<file path="config.mk">
export PLATFORM = sky130hd
export DESIGN_NAME = slope_adc_seq
export DESIGN_NICKNAME = d
export VERILOG_FILES = /design/src/rtl/slope_pkg.sv /design/src/rtl/slope_cmp_sync.sv /design/src/rtl/slope_timer.sv /design/src/rtl/slope_seq_fsm.sv /design/src/rtl/slope_adc_seq.sv
export SDC_FILE = /design/constraint.sdc
export NUM_CORES = 1
export LEC_CHECK = 0
export ABC_CLOCK_PERIOD_IN_PS = 4800
export BUFFER_PORTS_ARGS = -buffer_cell sky130_fd_sc_hd__buf_2
export CORE_MARGIN = 3
export CORE_UTILIZATION = 65
export DETAILED_ROUTE_END_ITERATION = 6
export PLACE_DENSITY_LB_ADDON = 0.12
export SYNTH_ARGS = -nofsm -noshare
export SYNTH_HDL_FRONTEND = slang
export SYNTH_HIERARCHICAL = 1
export SYNTH_SLANG_ARGS = --single-unit
</file>
<file path="constraint.sdc">
create_clock -name clk_i -period 4.8 [get_ports clk_i]
set_input_delay 0.72 -clock clk_i [delete_from_list [all_inputs] [get_ports clk_i]]
set_output_delay 0.72 -clock clk_i [all_outputs]
set_load 0.005 [all_outputs]
</file>
<file path="src/rtl/slope_pkg.sv">
package slope_pkg;
  typedef enum logic [1:0] {
    ST_IDLE   = 2'd0,
    ST_CHARGE = 2'd1,
    ST_DISCH  = 2'd2,
    ST_SETTLE = 2'd3
  } slope_state_e;

  function automatic int max3(input int a, input int b, input int c);
    int m;
    m = (a > b) ? a : b;
    return (m > c) ? m : c;
  endfunction
endpackage

</file>
<file path="src/rtl/slope_cmp_sync.sv">
module slope_cmp_sync #(
  parameter int LANES = 2
) (
  input  logic             clk_i,
  input  logic             rst_ni,
  input  logic [LANES-1:0] cmp_i,
  output logic [LANES-1:0] fall_o
);
  for (genvar g = 0; g < LANES; g++) begin : g_lane
    logic s1_q, s2_q, s3_q;
    // idle comparators sit high, so reset to 1 to avoid a false edge
    always_ff @(posedge clk_i or negedge rst_ni) begin
      if (!rst_ni) begin
        s1_q <= 1'b1;
        s2_q <= 1'b1;
        s3_q <= 1'b1;
      end else begin
        s1_q <= cmp_i[g];
        s2_q <= s1_q;
        s3_q <= s2_q;
      end
    end
    assign fall_o[g] = s3_q & ~s2_q;
  end
endmodule

</file>
<file path="src/rtl/slope_timer.sv">
module slope_timer #(
  parameter int TMR_W = 16
) (
  input  logic             clk_i,
  input  logic             rst_ni,
  output logic [TMR_W-1:0] tmr_o
);
  always_ff @(posedge clk_i or negedge rst_ni) begin
    if (!rst_ni) tmr_o <= '0;
    else         tmr_o <= tmr_o + 1'b1;
  end
endmodule

</file>
<file path="src/rtl/slope_seq_fsm.sv">
module slope_seq_fsm
  import slope_pkg::*;
#(
  parameter int TMR_W       = 16,
  parameter int TIMEOUT_CYC = 60000,
  parameter int DISCH_CYC   = 64,
  parameter int SETTLE_CYC  = 32
) (
  input  logic             clk_i,
  input  logic             rst_ni,
  input  logic             start_i,
  input  logic             cont_i,
  input  logic             fall_mid_i,
  input  logic             fall_hi_i,
  input  logic [TMR_W-1:0] tmr_i,
  output logic             rst_sw_o,
  output logic             chg_sw_o,
  output logic [TMR_W-1:0] interval_o,
  output logic             valid_o,
  output logic             timeout_o
);
  localparam int MAXC  = max3(TIMEOUT_CYC, DISCH_CYC, SETTLE_CYC);
  localparam int CNT_W = $clog2(MAXC + 1);
  localparam logic [CNT_W-1:0] TO_LAST  = CNT_W'(TIMEOUT_CYC - 1);
  localparam logic [CNT_W-1:0] DIS_LAST = CNT_W'(DISCH_CYC - 1);
  localparam logic [CNT_W-1:0] SET_LAST = CNT_W'(SETTLE_CYC - 1);

  slope_state_e     state_q;
  logic [CNT_W-1:0] cnt_q;
  logic             got_mid_q;
  logic [TMR_W-1:0] t2_q;
  logic             done_hi;

  // upper edge counts only once the middle crossing is held
  assign done_hi = got_mid_q & fall_hi_i;

  always_ff @(posedge clk_i or negedge rst_ni) begin
    if (!rst_ni) begin
      state_q    <= ST_IDLE;
      cnt_q      <= '0;
      got_mid_q  <= 1'b0;
      t2_q       <= '0;
      interval_o <= '0;
      valid_o    <= 1'b0;
      timeout_o  <= 1'b0;
      rst_sw_o   <= 1'b1;
      chg_sw_o   <= 1'b0;
    end else begin
      valid_o   <= 1'b0;
      timeout_o <= 1'b0;
      unique case (state_q)
        ST_IDLE: begin
          if (start_i) begin
            state_q   <= ST_CHARGE;
            cnt_q     <= '0;
            got_mid_q <= 1'b0;
            rst_sw_o  <= 1'b0;
            chg_sw_o  <= 1'b1;
          end
        end
        ST_CHARGE: begin
          cnt_q <= cnt_q + 1'b1;
          if (!got_mid_q && fall_mid_i) begin
            t2_q      <= tmr_i;
            got_mid_q <= 1'b1;
          end
          if (done_hi) begin
            interval_o <= tmr_i - t2_q;  // modulo 2^TMR_W
            valid_o    <= 1'b1;
            state_q    <= ST_DISCH;
            cnt_q      <= '0;
            rst_sw_o   <= 1'b1;
            chg_sw_o   <= 1'b0;
          end else if (cnt_q == TO_LAST) begin
            timeout_o <= 1'b1;
            state_q   <= ST_DISCH;
            cnt_q     <= '0;
            rst_sw_o  <= 1'b1;
            chg_sw_o  <= 1'b0;
          end
        end
        ST_DISCH: begin
          if (cnt_q == DIS_LAST) begin
            state_q <= ST_SETTLE;
            cnt_q   <= '0;
          end else begin
            cnt_q <= cnt_q + 1'b1;
          end
        end
        ST_SETTLE: begin
          if (cnt_q == SET_LAST) begin
            cnt_q     <= '0;
            got_mid_q <= 1'b0;
            if (cont_i) begin
              state_q  <= ST_CHARGE;
              rst_sw_o <= 1'b0;
              chg_sw_o <= 1'b1;
            end else begin
              state_q <= ST_IDLE;
            end
          end else begin
            cnt_q <= cnt_q + 1'b1;
          end
        end
        default: state_q <= ST_IDLE;
      endcase
    end
  end
endmodule

</file>
<file path="src/rtl/slope_adc_seq.sv">
module slope_adc_seq #(
  parameter int TMR_W       = 16,
  parameter int TIMEOUT_CYC = 60000,
  parameter int DISCH_CYC   = 64,
  parameter int SETTLE_CYC  = 32
) (
  input  logic             clk_i,
  input  logic             rst_ni,
  input  logic             start_i,
  input  logic             cont_i,
  input  logic             cmp_mid_i,
  input  logic             cmp_hi_i,
  output logic             rst_sw_o,
  output logic             chg_sw_o,
  output logic [TMR_W-1:0] interval_o,
  output logic             valid_o,
  output logic             timeout_o
);
  localparam int N_CMP = 2;

  logic [N_CMP-1:0] fall;
  logic [TMR_W-1:0] tmr;

  slope_cmp_sync #(.LANES(N_CMP)) u_sync (
    .clk_i  (clk_i),
    .rst_ni (rst_ni),
    .cmp_i  ({cmp_hi_i, cmp_mid_i}),
    .fall_o (fall)
  );

  slope_timer #(.TMR_W(TMR_W)) u_tmr (
    .clk_i  (clk_i),
    .rst_ni (rst_ni),
    .tmr_o  (tmr)
  );

  slope_seq_fsm #(
    .TMR_W       (TMR_W),
    .TIMEOUT_CYC (TIMEOUT_CYC),
    .DISCH_CYC   (DISCH_CYC),
    .SETTLE_CYC  (SETTLE_CYC)
  ) u_fsm (
    .clk_i      (clk_i),
    .rst_ni     (rst_ni),
    .start_i    (start_i),
    .cont_i     (cont_i),
    .fall_mid_i (fall[0]),
    .fall_hi_i  (fall[1]),
    .tmr_i      (tmr),
    .rst_sw_o   (rst_sw_o),
    .chg_sw_o   (chg_sw_o),
    .interval_o (interval_o),
    .valid_o    (valid_o),
    .timeout_o  (timeout_o)
  );
endmodule

</file>
==> impl_metrics.toml, run 1 <==
[run_status]
status = "complete, no violations"

[synth]
yosysSeqAreaShare_pct = 46.23
netlist_top_cells_area = "dfrtp_1, ha_1, dfstp_2, mux2_2, xor2_1"
synth_nets = 434
synth_compound_area_share_pct = 12.19
synth_area_um2 = 4187
synth_area_per_cell_um2 = 10.34
ys_top_cells_by_count = "dfrtp_1, nand2_1, inv_1, ha_1, o21ai_0"
synth-edff-count = 0
synth-simple-area-share_pct = 19.99
synthAdderAreaFrac_pct = 7.053
synth_top_family_by_area = "simple AND/OR/NAND/NOR gates"
synth_mux_area_share_pct = 4.035
ys_warn_count = 6
synth_cell_types = 60
yosysTopAreaCell = "dfrtp_1"
ys_ff_latch = 77
syn_inst = 405
synthArstFlopShare_pct = 100.0
synth.most_common_cell = "dfrtp_1"
ys.flop_type = "dfrtp_1"
yosysTopAreaCellShare_pct = 41.84
synth-xor-area-share_pct = 6.695

[hold_path]
min_to = "u_sync/g_lane[1].s2_q$_DFF_PN1_"
min_from = "u_sync/g_lane[1].s1_q$_DFF_PN1_"
holdPathStages = 0
min_path_type = "flip-flop to flip-flop"

[global_route]
antenna_found_initial = 0
grt_pass1_vias = 3049
track_usage_pct = 23.06
grt_pass1_wl_um = 13700
grt_max_degree = 78
grt_overflow_total = 0

[power]
switchingPower_uw = 677.3
internal_power_uw = 1408
p_per_area_nw_per_um2 = 451.4
cellLeakagePower_uw = 0.002113
comb_power_share_pct = 33.6
sw_frac_of_total_pct = 32.48
power_uw = 2085
ir_drop_mv = 0.3133
power_frac_seq_pct = 39.2
clockPowerShare_pct = 27.3

[drt]
vias_per_cell = 5.790
totalWireLength_um = 7562
dr.pass1.iters = 4
drc_errors = 0
drt_iter0_markers = 168
vias = 2976
avgRoutedWirePerCell_um = 14.71
ant_nets = 0

[timing]
fin_setup_tns_ns = 0
hold_viol_final = 0
rsz0062_at_grt = "false"
period_share_pct = 51.99
clock.fmax_ghz = 0.4007
fin_crit_ns = 2.496
slew_headroom_pct = 38.17
fin_skew_ns = 0.007795
tightest_slew_ns = 0.9274
setup-violations-final = 0
drv_slew = 0

[place]
gp_congestion = 0.8309
post-dp-hpwl_um = 5489
port_buffers = 25

[cts]
cts_made_buffers = 9
post-cts-setup-buffers = 0
cts.repair.resized = 0
clk_pin_slew_ns = 0.08
ctsRootBufferMaster = "clkbuf_8"
ctsHoldBuffers = 0
cts.sinks = 77
clock_path_buffers = 2
cts_tree = "done"
clk_latency_ns = 0.33
htree_levels = 3

[setup_path]
cp-start-kind = "flip-flop"
timing.rr.start = "u_tmr/tmr_o[0]$_DFF_PN0_"
required_ns = 5.03
critPathKind = "flip-flop to flip-flop"
rr_worst_depth = 9
cp.arrival_ns = 2.72
rrSetupSlack_ns = 2.30
crit_fanout = 4
timing.rr.end = "u_fsm/interval_o[14]$_DFFE_PN0P_"
critPathCaptureType = "flip-flop"

[floorplan]
core_area_um2 = 6061
io_pins = 26
die_w_um = 86.26
fp.dieArea_um2 = 7440
num_rows = 28
die_h_um = 86.26
start_util_pct = 69.08

[finish]
drive_above_1_share_pct = 19.13
num-nets-final = 463
syn_to_final_growth_pct = 10.34
final_util_pct = 76.22
antennaDiodeCount = 0

[run]
cap_violations = 0
-- layout make-up --
cell class                 count  area, um^2
clock buffer                  10       127.6
clock inverter                 6       111.4
fill                         412        1441
inverter                      31       116.4
multi-input combinational    288        2092
sequential                    77        1936
tap                           75       93.84
timing repair buffer          27       142.6
-- stage by stage --
step / cells / area (um^2) / hold slack (ns) / setup slack, ns
after floorplan: 405 / 4187 / 0.3452 / 2.597
after global placement: 498 / 4380 / 0.3455 / 2.385
after detailed placement: 498 / 4380 / 0.3488 / 2.303
after CTS: 514 / 4619 / 0.3606 / 2.302
after global routing: 514 / 4619 / 0.3660 / 2.108
final: 514 / 4619 / 0.3587 / 2.304
-- power groups by stage --
stage	clock network (uW)	registers, uW	logic, uW
floorplan	0	824	513
global placement	0	825	681
detailed placement	0	830	703
CTS	585	817	707
global route	613	831	792
finish	568	817	700
-- per-layer routing --
| layer | vias to the layer above | global-route usage (%) | share of wire [%] |
|---|---|---|---|
| met4 | 0 | 7.507 | 1.3 |
| met3 | 9 | 4.373 | 2.7 |
| li1 | 1488 | - | - |
| met1 | 1430 | 29.30 | 45 |
| met2 | 49 | 39.94 | 51 |
| met5 | - | 0 | 0 |
-- state kept, by name (all words and copies together), names as in the netlist --
name	count
u_fsm/chg_sw_o	1
u_fsm/cnt_q	16
u_fsm/got_mid_q	1
u_fsm/interval_o	16
u_fsm/rst_sw_o	1
u_fsm/state_q	2
u_fsm/t2_q	16
u_fsm/timeout_o	1
u_fsm/valid_o	1
u_sync/g_lane.s1_q	2
u_sync/g_lane.s2_q	2
u_sync/g_lane.s3_q	2
u_tmr/tmr_o	16
-- cells by family (layout without fill, tap and decap cells) --
| kind of cell | count (synthesis) | count (layout) |
|---|---|---|
| buf+inv | 40 | 74 |
| compound gates | 71 | 71 |
| flops | 77 | 77 |
| mux | 15 | 15 |
| xor+xnor | 32 | 32 |
| simple gates | 147 | 147 |
| fa+ha+maj | 23 | 23 |
-- worst max path at each step --
stage,start,to,slack [ns],cells past startpoint
2_1_floorplan,u_tmr/tmr_o[0]$_DFF_PN0_,u_fsm/interval_o[14]$_DFFE_PN0P_,2.60,9
3_3_place_gp,u_tmr/tmr_o[0]$_DFF_PN0_,u_fsm/interval_o[14]$_DFFE_PN0P_,2.39,9
3_5_place_dp,u_tmr/tmr_o[0]$_DFF_PN0_,u_fsm/interval_o[14]$_DFFE_PN0P_,2.30,9
4_1_cts,u_tmr/tmr_o[0]$_DFF_PN0_,u_fsm/interval_o[14]$_DFFE_PN0P_,2.30,9
5_1_grt,u_tmr/tmr_o[0]$_DFF_PN0_,u_fsm/interval_o[14]$_DFFE_PN0P_,2.11,9
6_report,u_tmr/tmr_o[0]$_DFF_PN0_,u_fsm/interval_o[14]$_DFFE_PN0P_,2.30,9
-- layout by cell type, fill, tap and decap left out, types with 8 or more instances in the layout --
| cell | synthesis | layout |
|---|---|---|
| ha_1 | 22 | 22 |
| inv_1 | 31 | 31 |
| xnor2_1 | 13 | 13 |
| clkbuf_8 | 0 | 9 |
| dfrtp_1 | 70 | 70 |
| xor2_1 | 19 | 19 |
| nand2_1 | 39 | 39 |
| nand4_1 | 10 | 10 |
| nand3_1 | 19 | 19 |
| nor2_1 | 20 | 20 |
| mux2_2 | 15 | 15 |
| nor3_1 | 8 | 8 |
| buf_2 | 1 | 24 |
| a21oi_1 | 9 | 9 |
| o21ai_0 | 21 | 21 |
-- critical path: stages (launching register included) --
cell	delay, ns
dfrtp_1	0.40
inv_1	0.07
ha_1	0.22
fa_1	0.40
nor2b_1	0.18
o2111ai_1	0.17
a31oi_1	0.36
a22oi_1	0.18
xnor2_1	0.15
mux2_2	0.26
Note: power is estimated with default switching activity, not from simulation.
==> run 2: changes to the inputs <==
ABC_CLOCK_PERIOD_IN_PS = 2300   (was 4800)
CORE_UTILIZATION = 61   (was 65)
clock period = 2.3 ns   (was 4.8 ns; I/O delays follow)
==> run 2 against run 1 <==
Net effect: flip-flop and latch count unchanged; wire length increased by 15%; worst setup slack got worse by 2.2 ns; non-clock buffer count increased by 27; register-to-register slack got worse by 2.2 ns; count of clock-buffer cells in the layout decreased by 1; combinational power increased by 140%; global-route usage increased by 1.1 points; worst hold slack got worse by 0.27 ns; final cell count increased by 5.6%; largest cell class unchanged.
==> impl_metrics.toml, run 2 (synthesis gave the netlist of run 1 again) <==
[run_status]
status = "complete, no violations"

[global_route]
grt_pass1_wl_um = 14610
track_usage_pct = 24.21
grt_overflow_total = 0
antenna_found_initial = 0
grt_pass1_vias = 3110
grt_max_degree = 41

[run]
cap_violations = 0

[finish]
nFillCells = 457
syn_to_final_growth_pct = 16.17
drive_above_1_share_pct = 25.32
seq_area_um2 = 1936
final_cell_mix = "dfrtp_1, nand2_1, inv_1, buf_4, buf_2"
fin_area_um2 = 4863
antennaDiodeCount = 0
final_common_cell = "dfrtp_1"
num-nets-final = 490
multi_input_area_um2 = 2132

[setup_path]
timing.rr.start = "u_tmr/tmr_o[0]$_DFF_PN0_"
slowest_stage = "fa_2"
rrSetupSlack_ns = 0.06
cp-start-kind = "flip-flop"
critPathCaptureType = "flip-flop"
crit_path_cell_trace = "inv_1 > ha_1 > fa_2 > nor2b_2 > o2111ai_2 > a31oi_2 > a22oi_1 > xnor2_1 > mux2_2"
cp.arrival_ns = 2.48
crit_fanout = 2
crit_buf_inv = 1
timing.rr.end = "u_fsm/interval_o[14]$_DFFE_PN0P_"
rr_worst_depth = 9
required_ns = 2.54
max_stage_delay_ns = 0.37
critPathKind = "flip-flop to flip-flop"
cpLargestDelayFamily = "adder cells"

[timing]
period_share_pct = 97.34
fin_skew_ns = 0.01159
slew_headroom_pct = 67.63
fin_setup_tns_ns = 0
clock.fmax_ghz = 0.4467
tightest_slew_ns = 0.4855
rsz0062_at_grt = "true"
drv_slew = 0
fin_crit_ns = 2.239
setup-violations-final = 0
hold_viol_final = 0

[cts]
clk_pin_slew_ns = 0.08
htree_levels = 3
cts_tree = "done"
clock_path_buffers = 2
clk_latency_ns = 0.35
cts_made_buffers = 9
ctsRootBufferMaster = "clkbuf_8"
cts.sinks = 77

[hold_path]
min_from = "cmp_hi_i"
min_to = "u_sync/g_lane[1].s1_q$_DFF_PN1_"
holdPathStages = 1
min_path_type = "input pin to flip-flop"

[drt]
totalWireLength_um = 8719
avgRoutedWirePerCell_um = 16.06
vias = 3175
vias_per_cell = 5.847
dr.pass1.iters = 4
drc_errors = 0
drt_iter0_markers = 183
ant_nets = 0

[floorplan]
start_util_pct = 64.46
fp.dieArea_um2 = 7893
num_rows = 29
io_pins = 26
die_h_um = 88.85
die_w_um = 88.85
core_area_um2 = 6495

[power]
power_uw = 4503
p_per_area_nw_per_um2 = 925.9
ir_drop_mv = 0.5767
cellLeakagePower_uw = 0.002248

[place]
dpl_cell_area_um2 = 4591
gp_congestion = 0.8819
port_buffers = 25
post-dp-hpwl_um = 6232
## run 2: cell count changes in the layout (fill, tap and decap cells not counted), sizes merged
cell,before,now
inv,31,32
clkbuf,10,9
buf,27,53
dlygate4sd3,0,1
bufinv,3,2
clkinv,2,3
## run 2: where the power goes
part           leakage [uW]  internal [uW]  switching (uW)  total [uW]
clock network      0.000110            616             524        1140
logic               0.00112            748             908        1660
registers           0.00101           1570             135        1710
total               0.00225           2940            1570        4500
## run 2: worst max path at each step
stage | from | to | cells past startpoint
2_1_floorplan | u_tmr/tmr_o[0]$_DFF_PN0_ | u_fsm/interval_o[14]$_DFFE_PN0P_ | 9
3_3_place_gp | u_tmr/tmr_o[0]$_DFF_PN0_ | u_fsm/interval_o[14]$_DFFE_PN0P_ | 9
3_5_place_dp | u_tmr/tmr_o[0]$_DFF_PN0_ | u_fsm/interval_o[14]$_DFFE_PN0P_ | 9
4_1_cts | u_tmr/tmr_o[0]$_DFF_PN0_ | u_fsm/interval_o[14]$_DFFE_PN0P_ | 9
5_1_grt | u_tmr/tmr_o[0]$_DFF_PN0_ | u_fsm/interval_o[14]$_DFFE_PN0P_ | 9
6_report | u_tmr/tmr_o[0]$_DFF_PN0_ | u_fsm/interval_o[14]$_DFFE_PN0P_ | 9
## run 2: what timing repair did
action	CTS	global route
resized for setup	1	11
pin swaps	0	1
buffers inserted	0	0
endpoints found under the setup margin	3	8
hold buffers	1	0
hold endpoints to repair	37	0
## run 2: routing by layer
metal	part of all wire, %	vias up	track usage (%)	wire, um
met3	3.9	14	3.911	339
met5	0	-	0	0
met1	47	1547	32.97	4084
met4	1.6	0	10.44	142
met2	48	70	38.33	4152
li1	-	1544	-	-
## run 2: final cells by class
type                       count  area share, %
clock buffer                   9          2.547
clock inverter                 7          2.032
inverter                      31          2.393
multi-input combinational    288          43.84
sequential                    77          39.80
tap                           77          1.981
timing repair buffer          54          7.409
## run 2: stage by stage
stage	hold WS, ns	util, %	cells	worst slack, ns
3_3_place_gp	0.3382	70.68	526	0.05871
6_report	0.08896	74.88	543	0.06112
5_1_grt	0.05695	74.88	543	-0.04703
2_1_floorplan	0.04941	-	405	0.09726
3_5_place_dp	0.3433	70.68	526	0.01307
4_1_cts	0.06741	74.36	543	0.03701
## run 2: worst register-to-register path: stages (launching register included)
cell,delay (ns)
dfrtp_1,0.36
inv_1,0.06
ha_1,0.22
fa_2,0.37
nor2b_2,0.17
o2111ai_2,0.15
a31oi_2,0.27
a22oi_1,0.14
xnor2_1,0.13
mux2_2,0.26
==> run 3: changes to the inputs <==
==> constraint.sdc (replaced) <==
create_clock -name clk_i -period 2.3 [get_ports clk_i]
set_input_delay 0.46 -clock clk_i [delete_from_list [all_inputs] [get_ports clk_i]]
set_output_delay 0.46 -clock clk_i [all_outputs]
set_load 0.005 [all_outputs]
==> run 3 against run 2 <==
Net effect: core utilization increased by 0.65 points; non-clock buffer count increased by 3; total power up 2.5%; flip-flop and latch count unchanged; cell area up 0.87%; worst setup slack lost 0.040 ns; clock skew decreased by 0.0026 ns; die area is the same; highest routed layer unchanged; count of clock-buffer cells in the layout grew 1; maximum frequency fell by 1.7%; critical path type unchanged; clock power increased by 6%.
==> impl_metrics.toml, run 3 (synthesis gave the netlist of run 1 again) <==
[run_status]
status = "complete, no violations"

[power]
power_frac_seq_pct = 37.1
ir_drop_mv = 0.5683
clockPowerShare_pct = 26.3
internal_power_uw = 3065
p_per_area_nw_per_um2 = 940.7
sw_frac_of_total_pct = 33.58
power_uw = 4615
comb_power_share_pct = 36.7
switchingPower_uw = 1550
cellLeakagePower_uw = 0.002277

[timing]
setup-violations-final = 0
clock.fmax_ghz = 0.4389
rsz0062_at_grt = "true"
drv_slew = 0
fin_crit_ns = 2.279
slew_headroom_pct = 67.49
fin_setup_tns_ns = 0
fin_skew_ns = 0.009035
period_share_pct = 99.07
tightest_slew_ns = 0.4811
hold_viol_final = 0
setup_slack_ns = 0.02148

[cts]
clock_path_buffers = 2
cts_made_buffers = 9
clk_pin_slew_ns = 0.08
cts.sinks = 77
clk_latency_ns = 0.34
cts_tree = "done"
htree_levels = 3
ctsRootBufferMaster = "clkbuf_8"

[global_route]
grt_pass1_wl_um = 15050
grt_max_degree = 47
track_usage_pct = 24.56
grt_overflow_total = 0
grt_pass1_vias = 3318
antenna_found_initial = 0

[finish]
final_util_pct = 75.53
drive_above_1_share_pct = 25.80
antennaDiodeCount = 0
seq_area_um2 = 1936
nFillCells = 454
final_cell_mix = "dfrtp_1, nand2_1, buf_4, inv_1, buf_2"
fin_area_um2 = 4906
final_common_cell = "dfrtp_1"
num-nets-final = 493
multi_input_area_um2 = 2138
syn_to_final_growth_pct = 17.18

[floorplan]
die_w_um = 88.85
fp.dieArea_um2 = 7893
start_util_pct = 64.46
core_area_um2 = 6495
io_pins = 26
num_rows = 29
die_h_um = 88.85

[place]
port_buffers = 25
gp_congestion = 0.8158
post-dp-hpwl_um = 6336
dpl_cell_area_um2 = 4613
preCtsSetupSlack_ns = 0.01097

[drt]
dr_wl_met3_um = 454
vias = 3220
highest_layer = "met4"
totalWireLength_um = 8837
drt_iter0_markers = 178
avgRoutedWirePerCell_um = 16.18
dr.pass1.iters = 5
wl_met1_um = 3842
drc_errors = 0
met2_length_um = 4315
ant_nets = 0
vias_per_cell = 5.897

[setup_path]
cp.arrival_ns = 2.51
timing.rr.start = "u_tmr/tmr_o[9]$_DFF_PN0_"
crit_fanout = 3
required_ns = 2.53
critPathKind = "flip-flop to flip-flop"
critPathCaptureType = "flip-flop"
cp-start-kind = "flip-flop"
rr_worst_depth = 7
setup.worst_path.end = "u_fsm/interval_o[14]$_DFFE_PN0P_"
crit_start = "u_tmr/tmr_o[9]$_DFF_PN0_"
timing.rr.end = "u_fsm/interval_o[14]$_DFFE_PN0P_"
rrSetupSlack_ns = 0.02

[run]
cap_violations = 0

[hold_path]
min_path_type = "input pin to async pin"
run 3: critical path, stage by stage, from the launching register on:
cell     delay (ns)
dfrtp_1        0.39
ha_1           0.34
a21oi_1        0.24
o21ai_0        0.18
or4_1          0.44
a22oi_1        0.21
xnor2_1        0.09
mux2_2         0.26
run 3: worst min-delay path by stage:
stage / endpoint / start / slack [ns]
3_5_place_dp: u_sync/g_lane[0].s2_q$_DFF_PN1_ / u_sync/g_lane[0].s1_q$_DFF_PN1_ / 0.35
6_report: u_fsm/cnt_q[4]$_DFFE_PN0N_ / rst_ni / 0.04
2_1_floorplan: u_fsm/chg_sw_o$_DFFE_PN0P_ / rst_ni / 0.16
5_1_grt: u_fsm/cnt_q[3]$_DFFE_PN0N_ / rst_ni / 0.06
3_3_place_gp: u_sync/g_lane[0].s2_q$_DFF_PN1_ / u_sync/g_lane[0].s1_q$_DFF_PN1_ / 0.35
4_1_cts: u_fsm/cnt_q[4]$_DFFE_PN0N_ / rst_ni / 0.04
run 3: power by group through the flow:
stage / logic [uW] / clock network [uW] / registers (uW)
6_report: 1690 / 1210 / 1710
5_1_grt: 1890 / 1300 / 1740
4_1_cts: 1580 / 1250 / 1710
3_5_place_dp: 1560 / 0 / 1740
3_3_place_gp: 1520 / 0 / 1720
2_1_floorplan: 1070 / 0 / 1720
run 3: layout make-up:
class / instances / area share [%]
timing repair buffer: 57 / 7.753
clock buffer: 10 / 2.601
inverter: 31 / 2.372
tap: 77 / 1.964
multi-input combinational: 288 / 43.59
sequential: 77 / 39.45
clock inverter: 6 / 2.270
run 3: timing repair:
| item | in CTS | in global routing |
|---|---|---|
| hold buffers | 0 | 0 |
| setup endpoints to repair | 3 | 13 |
| pin swaps | 0 | 2 |
| setup buffers | 0 | 1 |
| gates resized for setup | 1 | 12 |
run 3: metal layers:
| metal | global-route usage [%] | vias to the layer above |
|---|---|---|
| met3 | 5.680 | 22 |
| met5 | 0 | - |
| met2 | 40.28 | 105 |
| met4 | 9.890 | 0 |
| met1 | 31.43 | 1541 |
| li1 | - | 1552 |
run 3: through the flow:
step                      std cells  hold slack, ns
after floorplan                 405          0.1644
final                           546         0.04253
after CTS                       545         0.04144
after detailed placement        529          0.3501
after global placement          529          0.3456
after global routing            546         0.06163
